<file path="config.mk">
export PLATFORM = sky130hd
export DESIGN_NAME = sysrst_hub
export DESIGN_NICKNAME = d
export VERILOG_FILES = /design/src/rtl/sysrst_pkg.sv /design/src/rtl/sysrst_sync.sv /design/src/rtl/sysrst_clk_watch.sv /design/src/rtl/sysrst_seq.sv /design/src/rtl/sysrst_hub.sv
export SDC_FILE = /design/constraint.sdc
export NUM_CORES = 1
export LEC_CHECK = 0
export BUFFER_PORTS_ARGS = -buffer_cell sky130_fd_sc_hd__buf_2
export CAP_MARGIN = 20
export CORE_MARGIN = 1
export CORE_UTILIZATION = 35
export CTS_CLUSTER_SIZE = 20
export DETAILED_ROUTE_END_ITERATION = 16
export SYNTH_ARGS = -nofsm -noshare
export SYNTH_HDL_FRONTEND = slang
export SYNTH_SLANG_ARGS = --single-unit
</file>
<file path="constraint.sdc">
create_clock -name ref_clk -period 2.3 [get_ports ref_clk]
set_clock_uncertainty 0.15 [all_clocks]
set_input_delay 0.46 -clock ref_clk [delete_from_list [all_inputs] [get_ports ref_clk]]
set_output_delay 0.46 -clock ref_clk [all_outputs]
set_load 0.01 [all_outputs]
</file>
<file path="src/rtl/sysrst_pkg.sv">
package sysrst_pkg;
  localparam int SRC_N   = 3;
  localparam int SRC_PIN = 0;
  localparam int SRC_SUP = 1;
  localparam int SRC_CLK = 2;

  localparam int MC_EN_BIT   = 7;
  localparam int MC_STAT_BIT = 6;
  localparam int MC_THR_BIT  = 5;

  localparam logic ADDR_MONCTL = 1'b0;
  localparam logic ADDR_RSTSRC = 1'b1;

  typedef logic [SRC_N-1:0] src_vec_t;
endpackage

</file>
<file path="src/rtl/sysrst_sync.sv">
module sysrst_sync #(
  parameter int W = 1,
  parameter int STAGES = 2,
  parameter logic [W-1:0] RST_VAL = '0
) (
  input  logic         clk,
  input  logic         rst_n,
  input  logic [W-1:0] d,
  output logic [W-1:0] q
);
  logic [W-1:0] stg [STAGES];

  always_ff @(posedge clk or negedge rst_n) begin
    if (!rst_n) begin
      for (int i = 0; i < STAGES; i++) stg[i] <= RST_VAL;
    end else begin
      stg[0] <= d;
      for (int i = 1; i < STAGES; i++) stg[i] <= stg[i-1];
    end
  end

  assign q = stg[STAGES-1];
endmodule

</file>
<file path="src/rtl/sysrst_clk_watch.sv">
module sysrst_clk_watch #(
  parameter int TIMEOUT_CYC = 32,
  parameter int SYNC_STAGES = 2
) (
  input  logic ref_clk,
  input  logic por_n,
  input  logic sys_clk,
  input  logic en,
  output logic sys_clk_s,
  output logic loss_req
);
  localparam int CW = $clog2(TIMEOUT_CYC + 1);
  localparam logic [CW-1:0] LIM = CW'(TIMEOUT_CYC);

  logic          sc_prev;
  logic [CW-1:0] idle_q;

  sysrst_sync #(.W(1), .STAGES(SYNC_STAGES), .RST_VAL(1'b0)) u_sc_sync (
    .clk(ref_clk), .rst_n(por_n), .d(sys_clk), .q(sys_clk_s)
  );

  // One-shot: every transition of the sampled clock restarts the count.
  always_ff @(posedge ref_clk or negedge por_n) begin
    if (!por_n) begin
      sc_prev <= 1'b0;
      idle_q  <= '0;
    end else begin
      sc_prev <= sys_clk_s;
      if (!en || (sys_clk_s != sc_prev)) idle_q <= '0;
      else if (idle_q != LIM)            idle_q <= idle_q + 1'b1;
    end
  end

  assign loss_req = en && (idle_q == LIM);
endmodule

</file>
<file path="src/rtl/sysrst_seq.sv">
module sysrst_seq
  import sysrst_pkg::*;
#(
  parameter int HOLD_CYC = 16
) (
  input  logic     ref_clk,
  input  logic     por_n,
  input  src_vec_t src_now,
  output logic     sys_rst,
  output src_vec_t flags
);
  localparam int HW = $clog2(HOLD_CYC + 1);
  localparam logic [HW-1:0] LAST = HW'(HOLD_CYC - 1);

  logic          in_rst_q;
  logic [HW-1:0] hold_q;
  src_vec_t      pend_q;
  src_vec_t      flags_q;

  always_ff @(posedge ref_clk or negedge por_n) begin
    if (!por_n) begin
      in_rst_q <= 1'b1;
      hold_q   <= '0;
      pend_q   <= '0;
      flags_q  <= '0;
    end else if (!in_rst_q) begin
      if (|src_now) begin
        in_rst_q <= 1'b1;
        pend_q   <= src_now;
        flags_q  <= '0;
        hold_q   <= '0;
      end
    end else begin
      pend_q <= pend_q | src_now;
      if (|src_now) begin
        hold_q <= '0;
      end else if (hold_q == LAST) begin
        in_rst_q <= 1'b0;
        flags_q  <= pend_q;
        hold_q   <= '0;
      end else begin
        hold_q <= hold_q + 1'b1;
      end
    end
  end

  assign sys_rst = in_rst_q;
  assign flags   = flags_q;
endmodule

</file>
<file path="src/rtl/sysrst_hub.sv">
module sysrst_hub
  import sysrst_pkg::*;
#(
  parameter int TIMEOUT_CYC = 32,
  parameter int HOLD_CYC    = 16,
  parameter int SYNC_STAGES = 2
) (
  input  logic       ref_clk,
  input  logic       por_n,
  input  logic       sys_clk,
  input  logic       ext_rst_n,
  input  logic       supply_ok,
  input  logic       reg_wr,
  input  logic       reg_addr,
  input  logic [7:0] reg_wdata,
  output logic [7:0] reg_rdata,
  output logic       mon_en_o,
  output logic       thr_high_o,
  output logic       sys_rst
);
  logic [1:0] in_s;
  logic       pin_act;
  logic       sup_ok_s;
  logic       sys_clk_s;
  logic       loss_req;
  logic       mon_en_q, thr_high_q, sup_sel_q, det_en_q;
  src_vec_t   src_now;
  src_vec_t   flags;
  logic       unused_wbits;

  sysrst_sync #(.W(2), .STAGES(SYNC_STAGES), .RST_VAL(2'b11)) u_in_sync (
    .clk(ref_clk), .rst_n(por_n), .d({supply_ok, ext_rst_n}), .q(in_s)
  );
  assign pin_act  = ~in_s[0];
  assign sup_ok_s = in_s[1];

  sysrst_clk_watch #(.TIMEOUT_CYC(TIMEOUT_CYC), .SYNC_STAGES(SYNC_STAGES)) u_watch (
    .ref_clk(ref_clk), .por_n(por_n), .sys_clk(sys_clk), .en(det_en_q),
    .sys_clk_s(sys_clk_s), .loss_req(loss_req)
  );

  always_comb begin
    src_now          = '0;
    src_now[SRC_PIN] = pin_act;
    src_now[SRC_SUP] = mon_en_q & sup_sel_q & ~sup_ok_s;
    src_now[SRC_CLK] = loss_req;
  end

  sysrst_seq #(.HOLD_CYC(HOLD_CYC)) u_seq (
    .ref_clk(ref_clk), .por_n(por_n), .src_now(src_now),
    .sys_rst(sys_rst), .flags(flags)
  );

  // Control fields: defaults on power-on and for as long as reset is held.
  always_ff @(posedge ref_clk or negedge por_n) begin
    if (!por_n) begin
      mon_en_q   <= 1'b1;
      thr_high_q <= 1'b1;
      sup_sel_q  <= 1'b0;
      det_en_q   <= 1'b0;
    end else if (sys_rst) begin
      mon_en_q   <= 1'b1;
      thr_high_q <= 1'b1;
      sup_sel_q  <= 1'b0;
      det_en_q   <= 1'b0;
    end else if (reg_wr) begin
      if (reg_addr == ADDR_MONCTL) begin
        mon_en_q   <= reg_wdata[MC_EN_BIT];
        thr_high_q <= reg_wdata[MC_THR_BIT];
      end else begin
        sup_sel_q <= reg_wdata[SRC_SUP];
        det_en_q  <= reg_wdata[SRC_CLK];
      end
    end
  end

  always_comb begin
    reg_rdata = '0;
    if (reg_addr == ADDR_MONCTL) begin
      reg_rdata[MC_EN_BIT]   = mon_en_q;
      reg_rdata[MC_STAT_BIT] = sup_ok_s;
      reg_rdata[MC_THR_BIT]  = thr_high_q;
    end else begin
      reg_rdata[SRC_N-1:0] = flags;
    end
  end

  assign unused_wbits = ^{reg_wdata[6], reg_wdata[4:3], reg_wdata[0]};
  assign mon_en_o     = mon_en_q;
  assign thr_high_o   = thr_high_q;
endmodule

</file>
# Yosys cells after proc, flatten, opt, wreduce, memory -nomap -nowiden
# Index checks and enable logic that the tools add are counted.
# word_totals
inputBits	15
out_inout_bits	11
wordCells	69
reg_bits	29
# classes
bitwise_logic	5
reduce_logical	12
muxes	30
n_addsub	2
n_eq_ne	6
# op_table
cell	n
$mux 3	8
$mux 5	4
$mux 1	16
$mux 6	2
$reduce_bool 2->1	5
$add 6x1->6 const B	1
$eq 6x6->1 const B	1
$ne 6x6->1 const B	1
$add 5x1->5 const B	1
$eq 5x4->1 const B	1
$reduce_and 2->1	2
$or 3x3->3	1
$reduce_and 3->1	1
$reduce_or 3->1	1
$and 1x1->1	2
$ne 2x1->1 const B	1
$ne 2x2->1 const B	1
$not 1->1	2
$logic_and 1x1->1	1
$logic_not 1->1	1
$logic_or 1x1->1	1
$ne 1x1->1	1

# Depth between registers and ports, before layout
# Gate-level depths: netlist of run 1.
# depth
depth_word	5
mapped_depth	9
depth_no_buf	8

# Hierarchy
# A second synthesis of run 1 with hierarchy kept.
# unflattened
hier_cells	125
area_unflattened_um2	1378.8
# modules_own_cells
mod	instances	seq_area_each_um2	area_per_inst_um2	cells_each
sysrst_seq	1	301.5	569.3	51
sysrst_clk_watch	1	175.2	361.6	36
sysrst_hub	1	102.6	277.8	30
sysrst_sync at u_in_sync	1	105.1	120.1	6
sysrst_sync at u_watch.u_sc_sync	1	50.0	50.0	2

# Least setup slack after synthesis of run 1
# No wires, ideal clock.
# synth_timing
kind	reg2reg
from	register u_watch.idle_q[3]
to	register u_seq.hold_q[3]
required_time_ns	2.046
n_path_buf	0
setup_ns	0.104
slack_ns	0.153
t_arrival_ns	1.894
path_stages_with_launch	7
synth_period_minus_slack_ns	2.147
path_cell_list	dfrtp_1 -> or3_4 -> o211ai_4 -> inv_2 -> ha_1 -> or3_1 -> o311ai_1
# synth_between
elab_chain_len	5
word_cells_on_any_way	6
cone_classes	eq/ne (1); mux (2); reduce/logical (3)
# synth_rtl
element	line	text
start: declaration	sysrst_clk_watch.sv:16	logic [CW-1:0] idle_q;
start signal: assignment	sysrst_clk_watch.sv:30	else if (idle_q != LIM) idle_q <= idle_q + 1'b1;
$eq 6x6->1 (*)	sysrst_clk_watch.sv:34	assign loss_req = en && (idle_q == LIM);
$logic_and 1x1->1 (*)	sysrst_clk_watch.sv:34	
$reduce_or 3->1 (*)	sysrst_seq.sv:27, sysrst_seq.sv:35	
$mux 5	sysrst_seq.sv:35	if (|src_now) begin
$mux 5	sysrst_seq.sv:26	end else if (!in_rst_q) begin
end signal: assignment	sysrst_seq.sv:42	hold_q <= hold_q + 1'b1;
end: declaration	sysrst_seq.sv:16	logic [HW-1:0] hold_q;
# Mark *: on every way between the ends. The rest lies on a longest branch, timed or not.
# A chain may end at the register's enable or synchronous reset.

# Final worst setup path of run 1
# layout_timing
from	register u_watch.idle_q[2]
to	register u_seq.hold_q[3]
# The elaborated chain is that of the path after synthesis.

==> results.json, run 1 <==
{
  "utilization_pct": 45.95,
  "htreeDepth": 2,
  "grt_antenna_before_repair": 0,
  "dpl_worst_slack_ns": 0.03627,
  "insertion_delay_ns": 0.28,
  "clock_path_buffers": 2,
  "drc_errors": 0,
  "place_hpwl_um": 1598,
  "yosys.area_share.adder_pct": 3.854,
  "syn_to_final_growth_pct": 21.77,
  "io_buffers": 19,
  "numCtsBuffers": 5,
  "worstPathArrival_ns": 2.21,
  "synth_cells": 122,
  "grt_usage_pct": 13.91,
  "final_hold_viol_count": 0,
  "cp.required_ns": 2.33,
  "cp_max_fo": 5,
  "initial_core_util_pct": 37.73,
  "syn_area_mm2": 0.001299,
  "ys_ff_latch": 29,
  "synth.largest_area_cell": "dfrtp_1",
  "gp_congestion": 0.8106,
  "start_kind": "flop",
  "cp_top_family": "simple AND/OR/NAND/NOR gates",
  "yosys.area_share.simple_pct": 17.44,
  "ys_types": 32,
  "hold_buffers": 0,
  "max-cap-violations": 0,
  "n_antenna_cell": 0,
  "finalPower_uw": 1051,
  "grt-ovfl-total": 0,
  "yosys-top-cells-area": "dfrtp_1, dfstp_2, nand2_1, ha_1, mux2i_1",
  "fin_crit_ns": 2.185,
  "cp_num_buf_inv": 1,
  "worst_slack_ns": 0.1153,
  "hold_path_class": "primary input to async pin",
  "die_y_um": 62.92,
  "worst_setup_path_end_kind": "flop",
  "num_vias": 928,
  "critical_path.slowest_cell": "dfrtp_1",
  "fill_cells": 337,
  "row_count": 21,
  "synth-xor-area-share_pct": 3.372,
  "syn-mean-instance-area_um2": 10.65,
  "power_leakage_uw": 0.0007343,
  "seq_area_frac_synth_pct": 56.55,
  "worstSetupPathType": "flop to flop",
  "dieWidth_um": 62.92,
  "io_pins": 26,
  "synthMuxAreaShare_pct": 3.854,
  "synth_top_area_share_pct": 42.39,
  "synth_top_family_by_area": "simple AND/OR/NAND/NOR gates",
  "viasPerCell": 4.735,
  "setup_viol": 0,
  "cts_tree": "yes",
  "core_mm2": 0.003442,
  "status": "finished clean",
  "path_clk_slew_ns": 0.06,
  "dr.first_iter.drc_count": 45,
  "grt_pass1_wl_um": 4119,
  "clock-sinks": 29,
  "ys_warn_count": 0,
  "finalNetCount": 168,
  "worstMarginPinSlew_ns": 0.6164,
  "fp.dieArea_mm2": 0.003958,
  "cts_root_buffer": "clkbuf_8",
  "max_clock_freq_mhz": 457.7,
  "finalSetupTns_ns": 0,
  "finalMaxSlewViolations": 0,
  "drtPass1Iterations": 4,
  "drive_above_1_share_pct": 31.33,
  "ant_nets": 0,
  "wire_per_inst_um": 11.41,
  "grt_max_degree": 30,
  "routed_wl_um": 2236,
  "synth_compound_gate_area_share_pct": 10.02,
  "finalCritPeriodShare_pct": 94.99,
  "cp_slowest_stage_delay_ns": 0.41,
  "irDropWorstVdd_v": 0.0002400,
  "relSlewSlack_pct": 58.91,
  "crit_chain": "or3_4 -> o211ai_4 -> inv_2 -> ha_1 -> or3_4 -> o311ai_1",
  "p_per_area_mw_per_mm2": 664.3,
  "crit_path_frequent_cell": "or3_4",
  "grt_pass1_vias": 916
}
## placed cells by master, fill, tap and decap left out, drive strengths merged, types with 3 or more instances in the layout
cell type	count
clkbuf	7
dfstp	7
o21ai	8
ha	4
inv	10
and2	3
nor2	7
buf	23
xnor2	3
a21oi	3
nor2b	4
nand2	15
dfrtp	22
mux2i	5
nand3	8
## cell usage after synthesis (all sizes together)
master and count:
dfrtp 22, nand3b 1, o311ai 1, xor2 2
o211ai 2, or4 1, dfstp 7, nand2b 2
buf 2, clkbuf 2, a31oi 2, inv 10
o31ai 2, o22ai 1, nand3 8, or3b 1
o21ai 8, nor2b 4, conb 1, ha 4
a21oi 3, and2 3, mux2i 5, xnor2 3
or3 2, nor2 7, nand2 15, and3 1
## flip-flops by register name, summed over array words and instances, names as in the netlist
register,flops
u_watch.idle_q,6
u_seq.hold_q,5
u_seq.flags,3
u_seq.pend_q,3
u_in_sync.q,2
u_in_sync.stg,2
det_en_q,1
mon_en_o,1
sup_sel_q,1
thr_high_o,1
u_seq.sys_rst,1
u_watch.sc_prev,1
u_watch.u_sc_sync.q,1
u_watch.u_sc_sync.stg,1
## through the flow
stage / instance area [um2] / std cells / hold slack [ns]
6_report: 1582 / 196 / 0.04285
2_1_floorplan: 1303 / 123 / 0.01441
4_1_cts: 1549 / 194 / 0.05629
3_5_place_dp: 1448 / 186 / 0.1864
3_3_place_gp: 1448 / 186 / 0.1842
5_1_grt: 1582 / 196 / 0.09235
## where the power goes
part	total [uW]	internal, uW	switching [uW]
logic	60.4	25.7	34.7
registers	536	528	8.44
clock network	454	270	184
## worst reg2reg max path, cell delays in order (launching register included)
cell      delay, ns
dfrtp_1        0.41
or3_4          0.41
o211ai_4       0.22
inv_2          0.09
ha_1           0.20
or3_4          0.38
o311ai_1       0.23
## layer usage
metal | wire length [um] | track usage, %
met1 | 1027 | 16.08
met2 | 1031 | 21.37
met3 | 124 | 6.569
met4 | 53 | 6.977
met5 | 0 | 0
## final cells by class
type | instances | area [um2] | share of cell area, %
sequential | 29 | 734.5 | 46.44
multi-input combinational | 80 | 525.5 | 33.23
timing repair buffer | 23 | 125.1 | 7.911
clock buffer | 7 | 96.34 | 6.092
tap | 46 | 57.56 | 3.639
inverter | 10 | 37.54 | 2.373
clock inverter | 1 | 5.005 | 0.3165
## cell families (layout without fill, tap and decap cells)
group / after synthesis / in the layout
buffers and inverters: 14 / 41
AND/OR/NAND/NOR: 45 / 45
other: 1 / 2
XOR/XNOR: 5 / 5
flip-flops: 29 / 29
multiplexers: 5 / 5
adder cells (fa/ha/maj): 4 / 4
AO/OA/AOI/OAI: 19 / 19
## worst paths after layout
check	from	to	slack (ns)	depth (start not counted)
worst min-delay path	por_n	u_seq.flags[1]	0.04	1
min in group ref_clk	supply_ok	u_in_sync.stg[3]	0.13	1
worst min register to register	u_watch.u_sc_sync.stg[1]	u_watch.u_sc_sync.q	0.20	0
worst max register to register	u_watch.idle_q[2]	u_seq.hold_q[3]	0.12	6
worst max-delay path	u_watch.idle_q[2]	u_seq.hold_q[3]	0.12	6
max in group asynchronous	por_n	u_seq.flags[2]	1.56	1
## repair_timing
item                       CTS  global route
setup endpoints to repair    0             2
setup buffers                0             2
hold endpoints to repair     0             0
gates resized for setup      0             4
Power figures use the tool's default switching activity.
==> run 2, diff against run 1 <==
CTS_BUF_LIST = sky130_fd_sc_hd__clkbuf_4   (was unset)
SKIP_LAST_GASP = 1   (was unset)
==> results.json, run 2 (same netlist as run 1, synthesis figures left out) <==
{
  "final_hold_viol_count": 17,
  "final_cell_mix": "dfrtp_1, buf_2, nand2_1, inv_1",
  "numCtsBuffers": 5,
  "max-cap-violations": 0,
  "clock_path_buffers": 2,
  "grt-ovfl-total": 0,
  "fin_crit_ns": 2.194,
  "num_vias": 935,
  "die_y_um": 62.92,
  "utilization_pct": 44.67,
  "regArea_um2": 734.5,
  "wire_per_inst_um": 11.36,
  "hold_ws_ns": -0.009567,
  "irDropWorstVdd_v": 0.0003428,
  "row_count": 21,
  "top_register": "u_watch.idle_q",
  "path_clk_slew_ns": 0.09,
  "violations": "hold timing",
  "worst_setup_path_end_kind": "flop",
  "dieWidth_um": 62.92,
  "worstSetupPathType": "flop to flop",
  "largestRegisters": "u_watch.idle_q: 6 flops, u_seq.hold_q: 5 flops",
  "worstMarginPinSlew_ns": 0.6167,
  "grt_max_degree": 30,
  "top_usage_layer": "met2",
  "switchingPower_uw": 210.0,
  "power_leakage_uw": 0.0007155,
  "cp_max_fo": 5,
  "worstPathArrival_ns": 2.27,
  "fp.dieArea_mm2": 0.003958,
  "final_common_cell": "dfrtp_1",
  "grt_antenna_before_repair": 0,
  "fill_cells": 346,
  "p_comb_share_pct": 6.9,
  "drtPass1Iterations": 4,
  "gp_congestion": 0.8106,
  "use_met1_pct": 15.97,
  "grt_usage_pct": 13.52,
  "multi_input_area_um2": 525.5,
  "grt_pass1_wl_um": 4043,
  "switching_share_pct": 24.07,
  "p_int_uw": 662.5,
  "routed_wl_um": 2237,
  "grt_pass1_vias": 903,
  "relSlewSlack_pct": 58.89,
  "finalSetupTns_ns": 0,
  "clock-sinks": 29,
  "cp.required_ns": 2.38,
  "dr.first_iter.drc_count": 64,
  "initial_core_util_pct": 37.73,
  "core_mm2": 0.003442,
  "insertion_delay_ns": 0.32,
  "p_clk_share_pct": 31.7,
  "htreeDepth": 2,
  "start_kind": "flop",
  "use_met3_pct": 6.569,
  "finalCritPeriodShare_pct": 95.38,
  "use_met2_pct": 20.97,
  "power_frac_seq_pct": 61.3,
  "place_hpwl_um": 1598,
  "cts_tree": "yes",
  "drive_above_1_share_pct": 30.46,
  "viasPerCell": 4.746,
  "largest_reg_flops": 6,
  "finalNetCount": 169,
  "max_clock_freq_mhz": 455.8,
  "n_antenna_cell": 0,
  "io_buffers": 19,
  "setup_viol": 0,
  "hold_path_class": "primary input to async pin",
  "p_per_area_mw_per_mm2": 567.4,
  "syn_to_final_growth_pct": 18.40,
  "drc_errors": 0,
  "status": "finished with violations",
  "io_pins": 26,
  "cts_root_buffer": "clkbuf_4",
  "finalMaxSlewViolations": 0,
  "ant_nets": 0
}
run 2: cell types whose count changed in the layout (fill, tap and decap cells not counted):
cell	change
buf_4	+1
clkbuf_4	+5
clkbuf_8	-7
clkinv_1	+2
run 2: timing repair:
item	CTS	global route
endpoints found under the hold margin	0	0
buffers inserted	0	3
hold buffers	0	0
gates resized for setup	0	4
endpoints found under the setup margin	0	2
run 2: critical path, stage by stage, from the launching register on:
cell and delay (ns):
dfrtp_1 0.40, inv_1 0.10, ha_2 0.19, nand3_2 0.11, o211ai_4 0.24, inv_2 0.09
ha_1 0.20, or3_4 0.38, o311ai_1 0.23
run 2: layout make-up:
type	count	share of cell area, %
clock buffers	5	2.441
clock inverters	3	0.8137
inverters	10	2.441
multi-input cells	80	34.17
flip-flops and latches	29	47.76
well taps	46	3.743
repair buffers	24	8.625
run 2: path summary, 6_finish.rpt:
check | from | end | slack (ns) | cells after the start
hold reg to reg | u_watch.u_sc_sync.stg[1] | u_watch.u_sc_sync.q | 0.20 | 0
hold / removal | por_n | u_seq.flags[1] | -0.01 | 1
setup / recovery | u_watch.idle_q[0] | u_seq.hold_q[3] | 0.11 | 8
min in group ref_clk | ext_rst_n | u_in_sync.stg[2] | 0.08 | 1
max in group asynchronous | por_n | det_en_q | 1.61 | 1
setup reg to reg | u_watch.idle_q[0] | u_seq.hold_q[3] | 0.11 | 8
run 2: per-layer routing:
| layer | wire length, um | part of all wire, % |
|---|---|---|
| met4 | 34 | 1.5 |
| met3 | 133 | 5.9 |
| met5 | 0 | 0 |
| met2 | 1045 | 47 |
| met1 | 1024 | 46 |
run 2: metrics by stage:
step,hold slack (ns),std cells,power (uW),worst slack [ns],instance area (um2)
global placement,0.1842,186,602.3,0.08479,1448
detailed placement,0.1864,186,605.6,0.03627,1448
floorplan,0.01441,123,576.0,0.1525,1303
CTS,0.0002508,194,889.2,0.03483,1498
finish,-0.009567,197,872.5,0.1062,1538
global route,0.02535,197,929.3,-0.01042,1538
run 2: power by group through the flow:
| stage | logic (uW) | registers [uW] | clock network (uW) |
|---|---|---|---|
| 2_1_floorplan | 33.5 | 543 | 0 |
| 4_1_cts | 60.9 | 535 | 293 |
| 5_1_grt | 71.4 | 538 | 320 |
| 3_3_place_gp | 58.3 | 544 | 0 |
| 3_5_place_dp | 60.9 | 545 | 0 |
| 6_report | 60.5 | 535 | 277 |
